File: src/rtl/rxd_pkg.sv
// Shared constants and types for the receive descriptor ring writer.
// Assumes 32-bit descriptor words and byte addresses.
package rxd_pkg;
    localparam int DESC_STRIDE = 8;   // two 32-bit words per descriptor
    localparam int STAT_OFS    = 4;   // status word follows address word
    localparam int LEN_W       = 14;  // byte-count field width
    localparam int USED_BIT    = 0;
    localparam int WRAP_BIT    = 1;
    localparam int SOF_BIT     = 14;
    localparam int EOF_BIT     = 15;

    typedef enum logic [2:0] {
        S_IDLE,   // waiting for a frame
        S_FETCH,  // read the address word
        S_DESC,   // read data returned, decide
        S_FILL,   // stream bytes into the buffer
        S_STAT,   // write the status word
        S_OWN,    // write the address word with used set
        S_DROP    // discard the rest of a frame
    } st_e;
endpackage

File: src/rtl/rxd_packer.sv
// Byte-to-word packer. Gathers bytes little-endian into a 32-bit word.
// The output word combines the bytes already held with the current byte,
// so a flush can write in the same cycle as the byte arrives. After a
// flush the held lanes are cleared, so unused lanes of a partial word read zero.
module rxd_packer (
    input  logic        clk,
    input  logic        rst_n,
    input  logic        take,
    input  logic        flush,
    input  logic [1:0]  lane,
    input  logic [7:0]  din,
    output logic [31:0] word
);
    logic [31:0] hold;

    // Merge the current byte into its lane of the held word.
    always_comb begin
        word = hold;
        word[8*lane +: 8] = din;
    end

    // Keep partial words; clear once written out.
    always_ff @(posedge clk) begin
        if (!rst_n)
            hold <= '0;
        else if (take)
            hold <= flush ? '0 : word;
    end
endmodule

File: src/rtl/rxd_ring_ptr.sv
// Ring pointer. Holds the byte address of the current descriptor.
// It reloads the base on request and steps one descriptor, or back to the
// base when the wrap flag is set. The base is assumed 8-byte aligned.
module rxd_ring_ptr (
    input  logic        clk,
    input  logic        rst_n,
    input  logic [31:0] base,
    input  logic        load,
    input  logic        adv,
    input  logic        wrap,
    output logic [31:0] ptr
);
    import rxd_pkg::*;

    // Pointer update: reset/load to base, else advance on hand-over.
    always_ff @(posedge clk) begin
        if (!rst_n || load)
            ptr <= base;
        else if (adv)
            ptr <= wrap ? base : ptr + 32'(DESC_STRIDE);
    end
endmodule

File: src/rtl/rxd_ring_writer.sv
// Receive descriptor ring writer (top). It fetches a descriptor per buffer,
// streams frame bytes into the buffer, writes the status word and then
// the address word with the used flag set. It splits long frames over several
// descriptors and drops frames that meet a descriptor still in use.
// Assumes: memory read data arrives one cycle after mem_rd and the memory
// never stalls. BUF_BYTES is a multiple of 4 and fits the 14-bit count.
module rxd_ring_writer #(
    parameter int BUF_BYTES = 1536
) (
    input  logic        clk,
    input  logic        rst_n,
    input  logic        rx_enable,
    input  logic [31:0] queue_base,
    input  logic        rx_valid,
    input  logic [7:0]  rx_data,
    input  logic        rx_last,
    output logic        rx_ready,
    output logic        mem_rd,
    output logic        mem_wr,
    output logic [31:0] mem_addr,
    output logic [31:0] mem_wdata,
    input  logic [31:0] mem_rdata,
    output logic        res_err
);
    import rxd_pkg::*;

    localparam int CNT_W = $clog2(BUF_BYTES + 1);
    localparam logic [CNT_W-1:0] CNT_FULL = CNT_W'(BUF_BYTES);

    st_e              st, st_nx;
    logic [29:0]      buf_addr;
    logic             wrap_f;
    logic [CNT_W-1:0] cnt;
    logic [CNT_W-1:0] cnt_nx;
    logic             sof_f, eof_f, cont_f;
    logic [31:0]      ptr;
    logic [31:0]      pk_word;
    logic [31:0]      stat_w;
    logic             take, flush, buf_full;
    logic             ptr_load, ptr_adv;

    assign cnt_nx   = cnt + 1'b1;
    assign buf_full = (cnt_nx == CNT_FULL);
    assign take     = (st == S_FILL) && rx_valid;
    assign flush    = take && ((cnt[1:0] == 2'd3) || rx_last || buf_full);
    assign ptr_load = (st == S_IDLE) && !rx_enable;
    assign ptr_adv  = (st == S_OWN);

    rxd_ring_ptr u_ptr (
        .clk  (clk),
        .rst_n(rst_n),
        .base (queue_base),
        .load (ptr_load),
        .adv  (ptr_adv),
        .wrap (wrap_f),
        .ptr  (ptr)
    );

    rxd_packer u_pack (
        .clk  (clk),
        .rst_n(rst_n),
        .take (take),
        .flush(flush),
        .lane (cnt[1:0]),
        .din  (rx_data),
        .word (pk_word)
    );

    // Status word: count, first/last flags, all else zero.
    always_comb begin
        stat_w            = '0;
        stat_w[LEN_W-1:0] = LEN_W'(cnt);
        stat_w[SOF_BIT]   = sof_f;
        stat_w[EOF_BIT]   = eof_f;
    end

    // Next state and memory/handshake outputs.
    always_comb begin
        st_nx     = st;
        rx_ready  = 1'b0;
        mem_rd    = 1'b0;
        mem_wr    = 1'b0;
        mem_addr  = ptr;
        mem_wdata = '0;
        res_err   = 1'b0;
        case (st)
            S_IDLE: begin
                if (rx_valid)
                    st_nx = rx_enable ? S_FETCH : S_DROP;
            end
            S_FETCH: begin
                mem_rd = 1'b1;
                st_nx  = S_DESC;
            end
            S_DESC: begin
                if (mem_rdata[USED_BIT]) begin
                    res_err = 1'b1;
                    st_nx   = S_DROP;
                end else begin
                    st_nx = S_FILL;
                end
            end
            S_FILL: begin
                rx_ready  = 1'b1;
                mem_wr    = flush;
                mem_addr  = {buf_addr, 2'b00} + 32'({cnt[CNT_W-1:2], 2'b00});
                mem_wdata = pk_word;
                if (take && (rx_last || buf_full))
                    st_nx = S_STAT;
            end
            S_STAT: begin
                mem_wr    = 1'b1;
                mem_addr  = ptr + 32'(STAT_OFS);
                mem_wdata = stat_w;
                st_nx     = S_OWN;
            end
            S_OWN: begin
                mem_wr    = 1'b1;
                mem_wdata = {buf_addr, wrap_f, 1'b1};
                st_nx     = cont_f ? S_FETCH : S_IDLE;
            end
            S_DROP: begin
                rx_ready = 1'b1;
                if (rx_valid && rx_last)
                    st_nx = S_IDLE;
            end
            default: st_nx = S_IDLE;
        endcase
    end

    // State register and per-buffer context.
    always_ff @(posedge clk) begin
        if (!rst_n) begin
            st       <= S_IDLE;
            buf_addr <= '0;
            wrap_f   <= 1'b0;
            cnt      <= '0;
            sof_f    <= 1'b0;
            eof_f    <= 1'b0;
            cont_f   <= 1'b0;
        end else begin
            st <= st_nx;
            case (st)
                S_IDLE: begin
                    sof_f  <= 1'b1;
                    cont_f <= 1'b0;
                end
                S_DESC: begin
                    buf_addr <= mem_rdata[31:2];
                    wrap_f   <= mem_rdata[WRAP_BIT];
                    cnt      <= '0;
                end
                S_FILL: begin
                    if (take) begin
                        cnt <= cnt_nx;
                        if (rx_last) begin
                            eof_f  <= 1'b1;
                            cont_f <= 1'b0;
                        end else if (buf_full) begin
                            eof_f  <= 1'b0;
                            cont_f <= 1'b1;
                        end
                    end
                end
                S_OWN: sof_f <= 1'b0;
                default: ;
            endcase
        end
    end
endmodule

File: config.mk
export PLATFORM = sky130hd
export DESIGN_NAME = rxd_ring_writer
export DESIGN_NICKNAME = d
export VERILOG_FILES = /design/src/rtl/rxd_pkg.sv /design/src/rtl/rxd_packer.sv /design/src/rtl/rxd_ring_ptr.sv /design/src/rtl/rxd_ring_writer.sv
export SDC_FILE = /design/constraint.sdc
export NUM_CORES = 1
export LEC_CHECK = 0
export BUFFER_PORTS_ARGS = -buffer_cell sky130_fd_sc_hd__buf_2
export CORE_MARGIN = 4
export CORE_UTILIZATION = 34
export CTS_CLUSTER_SIZE = 8
export DETAILED_ROUTE_END_ITERATION = 16
export REMOVE_ABC_BUFFERS = 1
export SLEW_MARGIN = 20
export SYNTH_ARGS = -nofsm -noshare
export SYNTH_HDL_FRONTEND = slang
export SYNTH_HIERARCHICAL = 1
export SYNTH_SLANG_ARGS = --single-unit
File: constraint.sdc
create_clock -name clk -period 3.55 [get_ports clk]
set_clock_uncertainty 0.15 [all_clocks]
set_input_delay 0.355 -clock clk [delete_from_list [all_inputs] [get_ports clk]]
set_output_delay 0.355 -clock clk [all_outputs]
set_load 0.01 [all_outputs]
==> flow_summary.ini, run 1 <==
[route]
avgViaCountPerCell = 5.62
ant_nets = 0
routed-via-count = 8031
firstDrtPassIters = 5
routed_wl_um = 25800
drt_iter0_drc = 769
routedWlPerCell_um = 18.1
post-route-drc-count = 0

[sta]
hold_ws_ps = 75.7
rsz0062_at_grt = false
finalHoldViolations = 0
fin_ws_ps = 174
setup_viol_count_final = 0
maxSlewHeadroom_pct = 40.0
slew_viol_final = 0
period_share_pct = 95.1
worst_slew_pin_slew_ps = 899
max_freq_mhz = 296
fin_crit_ps = 3380

[logic_synthesis]
synth-edff-count = 32
syn_inst = 995
yosys.area.top_type_share_pct = 20.2
seq_area_frac_synth_pct = 32.3
yosysWarnings = 6
yosys.area.top_type = dfxtp_1
synth_flop_cell = dfxtp_1
synthTopCellsByArea = dfxtp_1, edfxtp_1, nand2_1
synth-seq-cells = 112
synth.distinct_cells = 75
syn_area_per_cell_um2 = 7.96
async_flop_share_pct = 0
netlist_area_um2 = 7920

[power_and_ir_drop]
ir_drop_v = 0.000270
p_per_area_nw_per_um2 = 463
pwr-share-seq_pct = 42.2
p_total_mw = 4.30
switching_power_mw = 1.69
swShare_pct = 39.3
leakagePower_nw = 3.51
p_int_mw = 2.61
combPwrFrac_pct = 32.4
pwr-share-clk_pct = 25.4

[layout]
syn_to_final_growth_pct = 17.4
multi_input_area_um2 = 5050
fill_cells = 2350
regArea_um2 = 2560
mostFrequentLayoutCells = nand2_1, buf_2, dfxtp_1, o21ai_0, nand3_1
fin_util_pct = 40.8
n_antenna_cell = 0
nets = 1208
layout_commonest_cell = nand2_1
drive_gt1_share_pct = 19.4

[placed_design]
dp_hpwl_um = 19300
place_congestion = 0.891
post-place-ws_ps = 140
placement.io_buffers = 144

[global_route]
grt_first_pass_wirelength_um = 40500
grt_overflow_total = 0
grt_pass1_vias = 7334
grt_max_degree = 43
track_usage_pct = 19.3
antenna_found_initial = 0

[clock_network]
clk_pin_slew_ps = 80
clockBufferDepth = 2
clock-sinks = 112
h-tree-depth = 3
cts_tree = built
ctsHoldBuffers = 0
clock_latency_ps = 370
cts_root_buf = clkbuf_16
cts-buffers-inserted = 9

[worst_hold_path]
hold_depth = 3
hold_class = primary input to flip-flop

[run_status]
status = finished clean

[die]
fp-row-count = 55
core_um2 = 22800
die_w_um = 161
fp.dieH_um = 161
initial_core_util_pct = 34.8
pin_count = 145
die_area_um2 = 25800

[flow_run]
maxCapViolCount = 0

[critical_path]
path_class = flip-flop to output port
path_cells = ha_1 -> inv_1 -> fa_1 -> nor2b_2 -> o2111ai_2 -> a31oi_4 -> buf_4 -> nand3_1 -> xor2_1 -> o221ai_1 -> buf_2
crit_fanout = 6
startpoint_type = flip-flop
crit_path_top_delay_cell = fa_1
endpoint_kind = output port
worst-endpoint-required_ps = 3040
reg2reg_depth = 8
crit_arrival_ps = 2870
max_stage_delay_ps = 380
area by class of cell:
type	instances	area share, %
clock buffers	9	2.42
clock inverters	6	0.807
inverters	27	1.09
multi-input cells	795	54.2
flip-flops and latches	112	27.6
well taps	313	4.21
repair buffers	168	9.68
sequential cells by signal, summed over array words and instances (netlist names):
name and count:
buf_addr 30, cnt 11, cont_f 1, eof_f 1, sof_f 1, st 3, u_pack/hold 32, u_ptr/ptr 32
wrap_f 1
worst paths after layout:
kind | start | end | slack [ps]
worst min-delay path | mem_rdata[31] | buf_addr[29]$_SDFFE_PN0P_ | 80
worst min register to register | u_pack/hold[21]$_SDFFE_PN0P_ | u_pack/hold[21]$_SDFFE_PN0P_ | 320
worst max register to register | st[1]$_SDFFE_PN0P_ | u_pack/hold[27]$_SDFFE_PN0P_ | 690
worst max-delay path | buf_addr[0]$_SDFFE_PN0P_ | mem_addr[20] | 170
per-layer routing:
layer / share of wire (%) / up-vias / global-route usage (%)
met3: 5.2 / 42 / 2.80
met1: 46 / 3799 / 27.2
met5: 0 / - / 0
li1: - / 3920 / -
met4: 2.9 / 0 / 6.92
met2: 45 / 270 / 30.2
synth_stat cells (4+ instances only):
| master | count |
|---|---|
| buf_2 | 11 |
| nand2_1 | 174 |
| and2_1 | 16 |
| o22ai_1 | 7 |
| or3_1 | 4 |
| xor2_1 | 27 |
| o21a_1 | 4 |
| o31ai_1 | 11 |
| a22o_1 | 57 |
| a31oi_1 | 19 |
| o221ai_1 | 13 |
| or4_1 | 11 |
| nor2_1 | 42 |
| o21ai_0 | 75 |
| edfxtp_1 | 32 |
| o211ai_1 | 6 |
| a21oi_1 | 23 |
| buf_1 | 6 |
| nand2b_1 | 4 |
| and4_1 | 11 |
| nor2b_1 | 20 |
| nor4_1 | 7 |
| and3_1 | 15 |
| nand3_1 | 65 |
| inv_1 | 24 |
| buf_4 | 5 |
| nand4_1 | 19 |
| nor3_1 | 17 |
| a22oi_1 | 8 |
| ha_1 | 17 |
| clkbuf_1 | 38 |
| dfxtp_1 | 80 |
| a21boi_0 | 35 |
| xnor2_1 | 16 |
| mux2i_1 | 14 |
cells by family (layout without fill, tap and decap cells):
group | Yosys count | after routing | share of synthesized area, %
fa+ha+maj | 18 | 18 | 2.94
buf+inv | 88 | 210 | 4.67
mux | 17 | 17 | 2.19
xor+xnor | 43 | 43 | 4.75
simple gates | 435 | 435 | 28.3
compound gates | 282 | 282 | 24.8
flops | 112 | 112 | 32.3
per-stage QoR:
step | TNS (ps) | instances | instance area [um^2]
2_1_floorplan | -13210 | 934 | 7650
3_3_place_gp | 0 | 1415 | 8960
3_5_place_dp | 0 | 1415 | 8960
4_1_cts | 0 | 1430 | 9280
5_1_grt | 0 | 1430 | 9300
6_report | 0 | 1430 | 9300
power groups by stage:
stage	clock [mW]	sequential, mW	combinational [mW]
after global placement	0	1.83	1.38
after CTS	1.12	1.81	1.39
after global routing	1.17	1.86	1.54
after floorplan	0	1.78	0.836
final	1.09	1.82	1.40
after detailed placement	0	1.83	1.39
what timing repair did:
| item | in CTS | in global routing |
|---|---|---|
| buffers inserted | 0 | 0 |
| endpoints found under the setup margin | 15 | 18 |
| pin swaps | 0 | 2 |
| resized for setup | 2 | 5 |
critical path, delay by kind of cell (launching register included):
| family | cells | cell delay, ps |
|---|---|---|
| xor+xnor | 1 | 150 |
| compound gates | 3 | 720 |
| buf+inv | 3 | 420 |
| fa+ha+maj | 2 | 570 |
| simple gates | 2 | 270 |
| flops | 1 | 360 |
Power figures use the tool's default switching activity.
==> inputs of run 2 (changes only) <==
CORE_ASPECT_RATIO = 0.6   (was not set)
==> flow_summary.ini, run 2 (same netlist as run 1, synthesis figures left out) <==
[global_route]
grt_first_pass_wirelength_um = 41600
track_usage_pct = 20.0
antenna_found_initial = 1
grt_overflow_total = 0
grt_max_degree = 43
grt_pass1_vias = 7304

[placed_design]
dp_cells = 1413
placement.io_buffers = 144
place_congestion = 0.892
dpl-instance-area_um2 = 8980
dp_hpwl_um = 20100

[flow_run]
maxCapViolCount = 0

[sta]
period_share_pct = 94.2
rsz0062_at_grt = false
fin_crit_ps = 3340
worst_slew_pin_slew_ps = 649
max_freq_mhz = 299
setup_viol_count_final = 0
slew_viol_final = 0
finalHoldViolations = 0
maxSlewHeadroom_pct = 56.6

[clock_network]
ctsHoldBuffers = 0
clock-sinks = 112
h-tree-depth = 3
clockBufferDepth = 2
clk_pin_slew_ps = 90
cts_root_buf = clkbuf_16
clock_latency_ps = 370
cts_tree = built
cts-buffers-inserted = 9

[route]
firstDrtPassIters = 5
routedWlPerCell_um = 18.7
drt_iter0_drc = 748
routed-via-count = 8077
routed_wl_um = 26700
ant_nets = 0
avgViaCountPerCell = 5.65
post-route-drc-count = 0

[die]
die_w_um = 205
fp.dieH_um = 126
pin_count = 145
core_um2 = 22500
initial_core_util_pct = 35.2
fp-row-count = 42
die_area_um2 = 25900

[power_and_ir_drop]
ir_drop_v = 0.000350
leakagePower_nw = 3.54
p_per_area_nw_per_um2 = 464

[critical_path]
endpoint_kind = output port
crit_fanout = 11
crit_arrival_ps = 2840
worst-endpoint-required_ps = 3040
path_class = flip-flop to output port
startpoint_type = flip-flop

[layout]
fin_cells = 1430
drive_gt1_share_pct = 19.7
syn_to_final_growth_pct = 17.3
n_antenna_cell = 0
layout_commonest_cell = nand2_1
mostFrequentLayoutCells = nand2_1, buf_2, dfxtp_1, o21ai_0, nand3_1
design_area_um2 = 9300
top_regs = u_pack/hold (32), u_ptr/ptr (32), buf_addr (30)
nets = 1212
fill_cells = 2367

[run_status]
status = finished clean

[worst_hold_path]
hold_class = primary input to flip-flop
-- run 2: path summary, 6_finish.rpt --
| check | startpoint | end | slack, ps | cells past startpoint |
|---|---|---|---|---|
| worst max-delay path | st[2]$_SDFFE_PN0P_ | mem_addr[23] | 210 | 7 |
| worst min-delay path | mem_rdata[25] | buf_addr[23]$_SDFFE_PN0P_ | 70 | 3 |
| worst max register to register | st[1]$_SDFFE_PN0P_ | u_ptr/ptr[28]$_DFFE_PP_ | 740 | 6 |
| worst min register to register | u_pack/hold[16]$_SDFFE_PN0P_ | u_pack/hold[16]$_SDFFE_PN0P_ | 330 | 2 |
-- run 2: final cells by class --
cell class | count | area, um^2 | share of cell area [%]
Clock inverter | 7 | 67.6 | 0.727
Sequential cell | 112 | 2560 | 27.6
Timing Repair Buffer | 172 | 935 | 10.1
Clock buffer | 9 | 225 | 2.42
Tap cell | 308 | 385 | 4.14
Inverter | 27 | 101 | 1.09
Multi-Input combinational cell | 795 | 5020 | 54.0
-- run 2: through the flow --
stage	setup TNS [ps]	power (mW)	utilization (%)	setup WS [ps]	hold WS, ps
floorplan	-13210	2.62	-	-470	292
global placement	0	3.23	39.9	503	305
detailed placement	0	3.25	39.9	482	310
CTS	0	4.33	41.2	61.5	62.2
global route	0	4.58	41.3	15.0	74.5
finish	0	4.31	41.3	205	71.8
-- run 2: timing repair --
item	CTS	global route
buffers inserted	0	1
resized for setup	0	7
endpoints found under the hold margin	0	0
setup endpoints to repair	0	7
-- run 2: layer usage --
metal	wire [um]	global-route usage, %	vias to the layer above	part of all wire, %
li1	-	-	3935	-
met1	13400	31.4	3772	50
met2	10500	27.4	342	39
met3	2410	5.32	26	9.0
met4	356	3.58	2	1.3
met5	13	0	-	0.049
-- run 2: worst max-delay path: stages, from the launching register on --
cell     delay [ps]
dfxtp_1         520
nor3b_4         480
and4_1          340
nand2_1         120
nor2_1          310
mux2_2          380
o21ai_1         140
buf_2           180
-- run 2: power breakdown --
group / internal, mW / total [mW] / switching [mW]
clock network: 0.502 / 1.07 / 0.572
logic: 0.539 / 1.42 / 0.880
registers: 1.52 / 1.82 / 0.302
total: 2.56 / 4.31 / 1.75
